<file path="src/rtl/uwire_pkg.sv">
package uwire_pkg;
  localparam int UW_DW   = 16;
  localparam int UW_NCS  = 4;
  localparam int UW_CNTW = 5;
  localparam int UW_CSW  = $clog2(UW_NCS);
  localparam int UW_AW   = 3;
  localparam int UW_CFG_REGS = UW_NCS / 2;

  localparam logic [UW_AW-1:0] A_DATA = 3'd0;
  localparam logic [UW_AW-1:0] A_CTRL = 3'd1;
  localparam logic [UW_AW-1:0] A_CFG0 = 3'd2;
  localparam logic [UW_AW-1:0] A_CLK  = UW_AW'(2 + UW_CFG_REGS);

  localparam int B_RDY    = 15;
  localparam int B_BUSY   = 14;
  localparam int B_START  = 13;
  localparam int B_ASSERT = 12;

  // Six-bit per-select setting
  typedef struct packed {
    logic       checkRdy;
    logic [1:0] divCode;
    logic       csHigh;
    logic       driveRise;
    logic       sampleFall;
  } csCfg_t;

  // Control-to-datapath strobes
  typedef struct packed {
    logic loadTx;
    logic preload;
    logic driveBit;
    logic sampleBit;
    logic clkToggle;
    logic rxClear;
  } uwStrobe_t;

  typedef enum logic [1:0] {PH_IDLE, PH_TX, PH_RX} phase_t;
endpackage

</file>
<file path="src/rtl/uwire_dp.sv">
module uwire_dp
  import uwire_pkg::*;
(
  input  logic             clk,
  input  logic             rstN,
  input  uwStrobe_t        strobe,
  input  logic             txWrite,
  input  logic [UW_DW-1:0] txWdata,
  input  logic             idleLevel,
  input  logic             busy,
  input  logic             sdi,
  output logic             sclk,
  output logic             sdo,
  output logic [UW_DW-1:0] rxData
);
  logic [UW_DW-1:0] txHold;
  logic [UW_DW-1:0] txSh;

  always_ff @(posedge clk) begin
    if (!rstN) begin
      txHold <= '0;
      txSh   <= '0;
      sdo    <= 1'b0;
      sclk   <= 1'b0;
      rxData <= '0;
    end else begin
      if (txWrite) txHold <= txWdata;

      if (strobe.loadTx) begin
        if (strobe.preload) begin
          sdo  <= txHold[UW_DW-1];
          txSh <= {txHold[UW_DW-2:0], 1'b0};
        end else begin
          txSh <= txHold;
        end
      end else if (strobe.driveBit) begin
        sdo  <= txSh[UW_DW-1];
        txSh <= {txSh[UW_DW-2:0], 1'b0};
      end

      if (strobe.rxClear)        rxData <= '0;
      else if (strobe.sampleBit) rxData <= {rxData[UW_DW-2:0], sdi};

      if (strobe.clkToggle) sclk <= ~sclk;
      else if (!busy)       sclk <= idleLevel;
    end
  end
endmodule

</file>
<file path="src/rtl/uwire_ctrl.sv">
module uwire_ctrl
  import uwire_pkg::*;
(
  input  logic              clk,
  input  logic              rstN,
  input  logic              tickEn,
  input  logic              busWr,
  input  logic              busRd,
  input  logic [UW_AW-1:0]  busAddr,
  input  logic [UW_DW-1:0]  busWdata,
  output uwStrobe_t         strobe,
  output logic              busy,
  output logic              rdy,
  output logic              clkInv,
  output logic [UW_NCS-1:0] csOut,
  output logic [UW_DW-1:0]  regRdata
);
  localparam logic [UW_CNTW-1:0] ONE = UW_CNTW'(1);

  csCfg_t              cfgQ [UW_NCS];
  logic [UW_CSW-1:0]   csIdx;
  logic                csAssert;
  logic [UW_CNTW-1:0]  txCntQ, rxCntQ, txLeft, rxLeft;
  phase_t              phase;
  logic                half;
  logic [1:0]          divCnt, divLim;
  logic                driveLeadQ, sampleLeadQ;

  logic                ctrlHit, launch, edgeNow, rxDone;
  logic [UW_CSW-1:0]   wrCs;
  csCfg_t              newCfg;
  logic [UW_CNTW-1:0]  reqTx, reqRx;
  logic                newDriveLead, newSampleLead;
  logic [1:0]          newDivLim;
  logic                unusedHi;

  function automatic logic [UW_CNTW-1:0] clampCnt(input logic [UW_CNTW-1:0] c);
    return (c > UW_CNTW'(UW_DW)) ? UW_CNTW'(UW_DW) : c;
  endfunction

  assign unusedHi      = ^busWdata[UW_DW-1:B_BUSY];
  assign busy          = (phase != PH_IDLE);
  assign ctrlHit       = busWr && (busAddr == A_CTRL) && !busy;
  assign wrCs          = busWdata[11:10];
  assign newCfg        = cfgQ[wrCs];
  assign reqTx         = clampCnt(busWdata[9:5]);
  assign reqRx         = clampCnt(busWdata[4:0]);
  assign launch        = ctrlHit && busWdata[B_START] && ((reqTx != '0) || (reqRx != '0));
  // leading edge of a bit is rising when the clock idles low
  assign newDriveLead  = newCfg.driveRise ^ clkInv;
  assign newSampleLead = ~(newCfg.sampleFall ^ clkInv);
  assign newDivLim     = (newCfg.divCode == 2'd0) ? 2'd0 :
                         (newCfg.divCode == 2'd1) ? 2'd1 : 2'd3;
  assign edgeNow       = busy && tickEn && (divCnt == divLim);
  assign rxDone        = edgeNow && (phase == PH_RX) && half && (rxLeft == ONE);

  always_comb begin
    strobe         = '0;
    strobe.loadTx  = launch;
    strobe.preload = launch && (reqTx != '0) && !newDriveLead;
    strobe.rxClear = launch && (reqRx != '0);
    if (edgeNow) begin
      strobe.clkToggle = 1'b1;
      if (phase == PH_TX)
        strobe.driveBit = half ? (!driveLeadQ && (txLeft > ONE)) : driveLeadQ;
      if (phase == PH_RX)
        strobe.sampleBit = half ? !sampleLeadQ : sampleLeadQ;
    end
  end

  always_ff @(posedge clk) begin
    if (!rstN) begin
      for (int i = 0; i < UW_NCS; i++) cfgQ[i] <= '0;
      clkInv      <= 1'b0;
      csIdx       <= '0;
      csAssert    <= 1'b0;
      txCntQ      <= '0;
      rxCntQ      <= '0;
      txLeft      <= '0;
      rxLeft      <= '0;
      phase       <= PH_IDLE;
      half        <= 1'b0;
      divCnt      <= '0;
      divLim      <= '0;
      driveLeadQ  <= 1'b0;
      sampleLeadQ <= 1'b0;
      rdy         <= 1'b0;
    end else begin
      if (busWr && (busAddr == A_CLK)) clkInv <= busWdata[0];
      for (int r = 0; r < UW_CFG_REGS; r++) begin
        if (busWr && (busAddr == A_CFG0 + UW_AW'(r))) begin
          cfgQ[2*r]   <= csCfg_t'(busWdata[5:0]);
          cfgQ[2*r+1] <= csCfg_t'(busWdata[11:6]);
        end
      end

      if (rxDone)                                rdy <= 1'b1;
      else if (busRd && (busAddr == A_DATA))     rdy <= 1'b0;

      if (ctrlHit) begin
        csIdx    <= wrCs;
        csAssert <= busWdata[B_ASSERT];
        txCntQ   <= busWdata[9:5];
        rxCntQ   <= busWdata[4:0];
      end

      if (launch) begin
        phase       <= (reqTx != '0) ? PH_TX : PH_RX;
        txLeft      <= reqTx;
        rxLeft      <= reqRx;
        half        <= 1'b0;
        divCnt      <= '0;
        divLim      <= newDivLim;
        driveLeadQ  <= newDriveLead;
        sampleLeadQ <= newSampleLead;
      end else if (busy && tickEn) begin
        if (divCnt == divLim) begin
          divCnt <= '0;
          half   <= ~half;
          if (half) begin
            if (phase == PH_TX) begin
              txLeft <= txLeft - ONE;
              if (txLeft == ONE) phase <= (rxLeft != '0) ? PH_RX : PH_IDLE;
            end else begin
              rxLeft <= rxLeft - ONE;
              if (rxLeft == ONE) phase <= PH_IDLE;
            end
          end
        end else begin
          divCnt <= divCnt + 2'd1;
        end
      end
    end
  end

  for (genvar g = 0; g < UW_NCS; g++) begin : g_cs
    assign csOut[g] = (csAssert && (csIdx == UW_CSW'(g))) ~^ cfgQ[g].csHigh;
  end

  always_comb begin
    regRdata = '0;
    if (busAddr == A_CTRL)
      regRdata = {rdy, busy, 1'b0, csAssert, csIdx, txCntQ, rxCntQ};
    else if (busAddr == A_CLK)
      regRdata = {{(UW_DW-1){1'b0}}, clkInv};
    for (int r = 0; r < UW_CFG_REGS; r++)
      if (busAddr == A_CFG0 + UW_AW'(r))
        regRdata = {4'b0, cfgQ[2*r+1], cfgQ[2*r]};
  end
endmodule

</file>
<file path="src/rtl/uwire_master.sv">
module uwire_master
  import uwire_pkg::*;
(
  input  logic              clk,
  input  logic              rstN,
  input  logic              tickEn,
  input  logic              busWr,
  input  logic              busRd,
  input  logic [UW_AW-1:0]  busAddr,
  input  logic [UW_DW-1:0]  busWdata,
  output logic [UW_DW-1:0]  busRdata,
  output logic              sclk,
  output logic              sdo,
  input  logic              sdi,
  output logic [UW_NCS-1:0] csOut
);
  uwStrobe_t        strobe;
  logic             busy, rdy, clkInv;
  logic [UW_DW-1:0] regRdata, rxData;

  uwire_ctrl ctrl_i (
    .clk(clk), .rstN(rstN), .tickEn(tickEn),
    .busWr(busWr), .busRd(busRd), .busAddr(busAddr), .busWdata(busWdata),
    .strobe(strobe), .busy(busy), .rdy(rdy), .clkInv(clkInv),
    .csOut(csOut), .regRdata(regRdata)
  );

  uwire_dp dp_i (
    .clk(clk), .rstN(rstN), .strobe(strobe),
    .txWrite(busWr && (busAddr == A_DATA)), .txWdata(busWdata),
    .idleLevel(clkInv), .busy(busy), .sdi(sdi),
    .sclk(sclk), .sdo(sdo), .rxData(rxData)
  );

  assign busRdata = (busAddr == A_DATA) ? rxData : regRdata;
endmodule

</file>
<file path="config.mk">
export PLATFORM = sky130hd
export DESIGN_NAME = uwire_master
export DESIGN_NICKNAME = d
export VERILOG_FILES = /design/src/rtl/uwire_pkg.sv /design/src/rtl/uwire_dp.sv /design/src/rtl/uwire_ctrl.sv /design/src/rtl/uwire_master.sv
export SDC_FILE = /design/constraint.sdc
export NUM_CORES = 1
export LEC_CHECK = 0
export ABC_AREA = 1
export BUFFER_PORTS_ARGS = -buffer_cell sky130_fd_sc_hd__buf_2
export CAP_MARGIN = 0
export CORE_MARGIN = 10
export CORE_UTILIZATION = 50
export CTS_CLUSTER_SIZE = 8
export DETAILED_ROUTE_END_ITERATION = 8
export HOLD_SLACK_MARGIN = 0.06
export PLACE_DENSITY = 0.66
export SKIP_CTS_REPAIR_TIMING = 1
export SLEW_MARGIN = 30
export SYNTH_ARGS = -nofsm -noshare
export SYNTH_HDL_FRONTEND = slang
export SYNTH_SLANG_ARGS = --single-unit
</file>
<file path="constraint.sdc">
create_clock -name clk -period 6.96 [get_ports clk]
set_input_delay 1.392 -clock clk [delete_from_list [all_inputs] [get_ports clk]]
set_output_delay 1.392 -clock clk [all_outputs]
set_load 0.02 [all_outputs]
</file>
==> results of run 1 <==
==> registers in the layout (all words and copies together) (netlist names), 5 cells and up <==
register / flops
ctrl_i.txLeft: 5
dp_i.txSh: 16
ctrl_i.cfgQ: 24
ctrl_i.rxCntQ: 5
ctrl_i.rxLeft: 5
dp_i.txHold: 16
dp_i.rxData: 16
ctrl_i.txCntQ: 5
==> power by group through the flow <==
| stage | Clock, uW | Combinational, uW | Sequential [uW] |
|---|---|---|---|
| floorplan | 0 | 77.8 | 679 |
| global placement | 0 | 114 | 684 |
| detailed placement | 0 | 117 | 683 |
| CTS | 366 | 118 | 669 |
| global route | 388 | 131 | 671 |
| finish | 353 | 118 | 669 |
==> stage by stage <==
| stage | hold slack (ns) | instance area [sq um] | worst slack [ns] | power [uW] |
|---|---|---|---|---|
| 2_1_floorplan | 0.425 | 5370 | 3.10 | 757 |
| 3_3_place_gp | 0.447 | 5620 | 2.54 | 798 |
| 3_5_place_dp | 0.443 | 5630 | 2.39 | 801 |
| 4_1_cts | 0.463 | 5810 | 2.40 | 1150 |
| 5_1_grt | 0.475 | 5810 | 2.17 | 1190 |
| 6_report | 0.458 | 5810 | 2.34 | 1140 |
==> cell type report <==
cell class,instances,area (sq um),share of cell area
flip-flops and latches,108,2400,0.414
clock buffers,11,143,0.0246
repair buffers,50,260,0.0448
well taps,136,170,0.0293
inverters,97,365,0.0629
multi-input cells,477,2430,0.419
clock inverters,5,35.0,0.00603
==> cells in the mapped netlist (4+ instances only) <==
| cell type | n |
|---|---|
| nand2_1 | 127 |
| inv_1 | 92 |
| nor2_1 | 91 |
| dfxtp_1 | 84 |
| o21ai_0 | 52 |
| a21oi_1 | 51 |
| nand3_1 | 48 |
| edfxtp_1 | 24 |
| a211oi_1 | 20 |
| clkbuf_1 | 16 |
| o22ai_1 | 15 |
| a31oi_1 | 14 |
| a221oi_1 | 10 |
| buf_2 | 9 |
| buf_6 | 6 |
| nor2_2 | 6 |
| nor3_1 | 6 |
| xor2_1 | 6 |
| ha_1 | 5 |
| o21ai_1 | 4 |
==> cells by family after synthesis <==
logic type | Yosys count | synth area share
simple gates | 289 | 0.233
xor+xnor | 9 | 0.0147
compound gates | 174 | 0.190
buf+inv | 130 | 0.102
flops | 108 | 0.448
fa+ha+maj | 5 | 0.0117
==> metal layers <==
layer	global-route usage	routed length [um]
met1	0.233	6130
met2	0.296	6560
met3	0.0462	945
met4	0.0786	409
met5	0	0
==> worst register-to-register path: cells and delay by family, from the launching register on <==
| family | cells | cell delay [ns] |
|---|---|---|
| AND/OR/NAND/NOR | 7 | 0.72 |
| AO/OA/AOI/OAI | 1 | 0.17 |
| buffers and inverters | 4 | 0.63 |
| flip-flops | 1 | 0.42 |
==> cells in the final DEF (no fill, tap or decap), types with 3 or more instances in the layout <==
master,Yosys,routed
o22ai_1,15,15
edfxtp_1,24,24
xnor2_1,3,3
a31oi_1,14,14
nor2_1,91,91
a221oi_1,10,10
nor2_4,3,3
a21oi_1,51,51
nor2_2,6,6
nand3_1,48,48
a211oi_1,20,20
inv_2,3,3
ha_1,5,5
nand3_4,3,3
o21ai_0,52,52
xor2_1,6,6
nand2_1,127,126
nand2_2,3,4
nor3_1,6,5
o21ai_1,4,3
inv_1,92,92
buf_2,9,46
clkbuf_8,0,10
buf_4,1,4
dfxtp_1,84,84
==> worst max path at each step <==
stage / endpoint / slack, ns
3_5_place_dp: busRdata[4] / 2.39
2_1_floorplan: busRdata[11] / 3.10
5_1_grt: busRdata[9] / 2.17
4_1_cts: busRdata[4] / 2.40
6_report: busRdata[4] / 2.34
3_3_place_gp: busRdata[10] / 2.54
==> impl_metrics.json, run 1 <==
{
  "setup_violations": 0,
  "combPwrFrac": 0.104,
  "synth-async-reset-ratio": 0,
  "drive_gt1_frac": 0.123,
  "power.density_nw_per_um2": 196,
  "ys_warn_count": 0,
  "htreeDepth": 3,
  "worstHoldStart": "dp_i.rxData[15]",
  "area_delta_synth_final_pct": 8.26,
  "dieArea_sq_um": 15300,
  "io-pin-count": 47,
  "fin_crit_ns": 4.62,
  "grt-ovfl-total": 0,
  "hold_viol_final": 0,
  "drv_slew": 0,
  "drtIter0Drc": 463,
  "r2r_cells": 12,
  "yosysTopAreaCellShare": 0.313,
  "drt-total-wl_mm": 14.0,
  "crit_start": "busAddr[2]",
  "leakagePower_uw": 0.00241,
  "grt_pass1_wl_mm": 22.3,
  "critPathArrivalTime_ns": 3.23,
  "avgSynthCellArea_sq_um": 7.50,
  "pwr-share-clk": 0.310,
  "post_drt_wl_per_cell_um": 15.9,
  "clockBufferDepth": 2,
  "ys_top_cells_by_area": "dfxtp_1, edfxtp_1, nand2_1, inv_1, nor2_1",
  "rows": 37,
  "cpPeakStageDelay_ns": 0.67,
  "crit_cells": 8,
  "intPower_uw": 835,
  "final_core_util": 0.560,
  "vias": 4806,
  "place_inst": 868,
  "root_buffer": "clkbuf_8",
  "p_sw_frac": 0.268,
  "ys_dominant_reg_cell": "dfxtp_1",
  "stdcell_count": 884,
  "worstSetupPathType": "input pin to primary output",
  "layout.nets": 773,
  "crit_buf_inv": 4,
  "seq_power_share": 0.587,
  "cts.clk_slew.worst_paths_ns": 0.10,
  "fin_worst_skew_ns": 0.00833,
  "core_area_sq_um": 10400,
  "reg2reg_from": "ctrl_i.phase[1]",
  "synth_edf_count": 24,
  "seq_area_frac_synth": 0.448,
  "r2r_end": "ctrl_i.rxLeft[1]",
  "die_w_um": 124,
  "min_path_type": "flop to flop",
  "reg2reg_slack_ns": 4.90,
  "start_util": 0.517,
  "clock_sinks": 108,
  "max_freq_mhz": 216,
  "relSlewSlack": 0.415,
  "ant_nets": 0,
  "antenna_found_initial": 0,
  "cts_tree": "yes",
  "grt_max_degree": 48,
  "tightest_slew_ns": 0.874,
  "cp_data_required_time_ns": 5.57,
  "worst_path_max_delay_cell": "nor2_1",
  "syn_nets": 745,
  "critPathLaunchType": "input pin",
  "gp_congestion": 0.887,
  "power.net_switching_uw": 306,
  "ys_ff_latch": 108,
  "dp_hpwl_mm": 10.2,
  "num-fill-cells": 1021,
  "rsz0062_at_grt": "no",
  "grtUsageTotal": 0.185,
  "port_buffers": 46,
  "avgViaCountPerCell": 5.44,
  "fin_setup_tns_ns": 0,
  "hold_depth": 2,
  "n_antenna_cell": 0,
  "syn_area_sq_um": 5370,
  "irDropWorstVdd_mv": 0.149,
  "critPathTopFamily": "simple AND/OR/NAND/NOR gates",
  "finalCritPeriodShare": 0.664,
  "yosys.area.top_type": "dfxtp_1",
  "fp.dieH_um": 124,
  "crit_chain": "buf_2 -> inv_2 -> nand2_2 -> nor2_1 -> inv_1 -> nor2_1 -> o22ai_1 -> buf_2",
  "grt_pass1_vias": 4488,
  "holdPathEnd": "dp_i.rxData[15]",
  "clk_latency_ns": 0.38,
  "synth_cell_types": 36,
  "drtPass1Iterations": 5,
  "end_kind": "primary output",
  "syn_inst": 715,
  "outcome": "finished, final reports clean",
  "maxCapViolations": 0,
  "drc_errors": 0,
  "path_max_fanout": 14,
  "numCtsBuffers": 9
}
No activity file was read; power rests on OpenSTA's default activity.
==> run 2: changes to the inputs <==
==> constraint.sdc (replaced) <==
create_clock -name clk -period 4.38 [get_ports clk]
set_input_delay 0.876 -clock clk [delete_from_list [all_inputs] [get_ports clk]]
set_output_delay 0.876 -clock clk [all_outputs]
set_load 0.02 [all_outputs]
==> run 2 against run 1 <==
Compared with the run above:
- total power increased by 56%
- utilization decreased by 0.16 points
- first-iteration DRC count decreased by 10%
- setup slack got worse by 1.5 ns
- global-route usage increased by 0.47 points
- largest cell class unchanged
- count of clock-buffer cells in the layout decreased by 1
- highest routed layer unchanged
==> impl_metrics.json, run 2 (synthesis results as in run 1) <==
{
  "crit_start": "busAddr[2]",
  "antenna_found_initial": 0,
  "critPathArrivalTime_ns": 2.64,
  "min_path_type": "flop to flop",
  "finalCritPeriodShare": 0.804,
  "leakagePower_uw": 0.00240,
  "clockBufferDepth": 2,
  "grt_max_degree": 34,
  "grt_pass1_vias": 4527,
  "worst_path_max_delay_cell": "nor2_1",
  "reg2reg_from": "ctrl_i.phase[1]",
  "reg2reg_slack_ns": 2.28,
  "drc_errors": 0,
  "cts.clk_slew.worst_paths_ns": 0.09,
  "place_inst": 869,
  "drtIter0Drc": 416,
  "worstSetupPathType": "input pin to primary output",
  "dieArea_sq_um": 15300,
  "power.density_nw_per_um2": 307,
  "gp_congestion": 0.896,
  "fin_worst_skew_ns": 0.00970,
  "r2r_end": "dp_i.txSh[15]",
  "drtPass1Iterations": 5,
  "end_kind": "primary output",
  "cts_tree": "yes",
  "cp_data_required_time_ns": 3.50,
  "crit_chain": "buf_2 -> inv_2 -> nand2_2 -> nor2_1 -> inv_1 -> nor2_1 -> o22ai_1 -> buf_2",
  "ant_nets": 0,
  "drv_slew": 0,
  "max_freq_mhz": 284,
  "fin_setup_tns_ns": 0,
  "largest_register_ffs": 24,
  "fp.dieH_um": 124,
  "worstSetupEndpoint": "busRdata[8]",
  "power_uw": 1780,
  "core_area_sq_um": 10400,
  "drive_gt1_frac": 0.120,
  "grtUsageTotal": 0.190,
  "outcome": "finished, final reports clean",
  "cpPeakStageDelay_ns": 0.65,
  "n_antenna_cell": 0,
  "drt-total-wl_mm": 14.1,
  "clock_sinks": 108,
  "mostFrequentLayoutCell": "nand2_1",
  "worst_hold_slack_ns": 0.464,
  "htreeDepth": 3,
  "grt-ovfl-total": 0,
  "grt_pass1_wl_mm": 22.9,
  "root_buffer": "clkbuf_8",
  "r2r_cells": 12,
  "path_max_fanout": 14,
  "hold_viol_final": 0,
  "area_delta_synth_final_pct": 7.95,
  "vias": 4837,
  "numCtsBuffers": 9,
  "layout.nets": 774,
  "port_buffers": 46,
  "maxCapViolations": 0,
  "mostFrequentLayoutCells": "nand2_1, inv_1, nor2_1, dfxtp_1, o21ai_0",
  "start_util": 0.517,
  "post_drt_wl_per_cell_um": 16.0,
  "io-pin-count": 47,
  "setup_violations": 0,
  "die_w_um": 124,
  "regMostFlops": "ctrl_i.cfgQ",
  "tightest_slew_ns": 0.845,
  "fin_crit_ns": 3.52,
  "relSlewSlack": 0.434,
  "dp_hpwl_mm": 10.4,
  "irDropWorstVdd_mv": 0.258,
  "avgViaCountPerCell": 5.47,
  "stdcell_count": 885,
  "rsz0062_at_grt": "no",
  "rows": 37,
  "critPathLaunchType": "input pin",
  "clk_latency_ns": 0.38
}
run 2: metal layers:
layer  global-route usage  routed length [um]
met5                    0                   0
met4               0.0633                 318
met3               0.0502                 915
met2                0.303                6700
met1                0.244                6210
run 2: critical path: cells and delay by family:
kind	cells	cell delay (ns)
simple gates	3	0.92
compound gates	1	0.10
buf+inv	4	0.75
run 2: how the worst min path moves through the flow:
stage                           startpoint               end  slack, ns  cells after the start
after floorplan           ctrl_i.rxCntQ[0]  ctrl_i.rxCntQ[0]       0.42                      2
after global routing       dp_i.rxData[15]   dp_i.rxData[15]       0.49                      2
after global placement     dp_i.rxData[15]   dp_i.rxData[15]       0.45                      2
final                      dp_i.rxData[15]   dp_i.rxData[15]       0.46                      2
after detailed placement   dp_i.rxData[15]   dp_i.rxData[15]       0.45                      2
after CTS                  dp_i.rxData[15]   dp_i.rxData[15]       0.46                      2
run 2: power by group:
group / total (uW) / switching [uW] / internal [uW]
Clock: 529 / 327 / 202
Combinational: 188 / 133 / 55.3
Sequential: 1060 / 17.5 / 1040
Total: 1780 / 478 / 1300
run 2: metrics by stage:
step | area, sq um | utilization | setup WS, ns
after floorplan | 5370 | - | 1.55
after global placement | 5620 | 0.542 | 1.03
after detailed placement | 5630 | 0.543 | 0.925
after CTS | 5790 | 0.558 | 0.925
after global routing | 5790 | 0.559 | 0.730
final | 5790 | 0.559 | 0.860
run 2: cell type report:
type,instances,area (sq um)
flip-flops and latches,108,2400
clock buffers,10,128
well taps,136,170
fillers,1027,4580
repair buffers,51,268
multi-input cells,477,2430
clock inverters,6,31.3
inverters,97,365
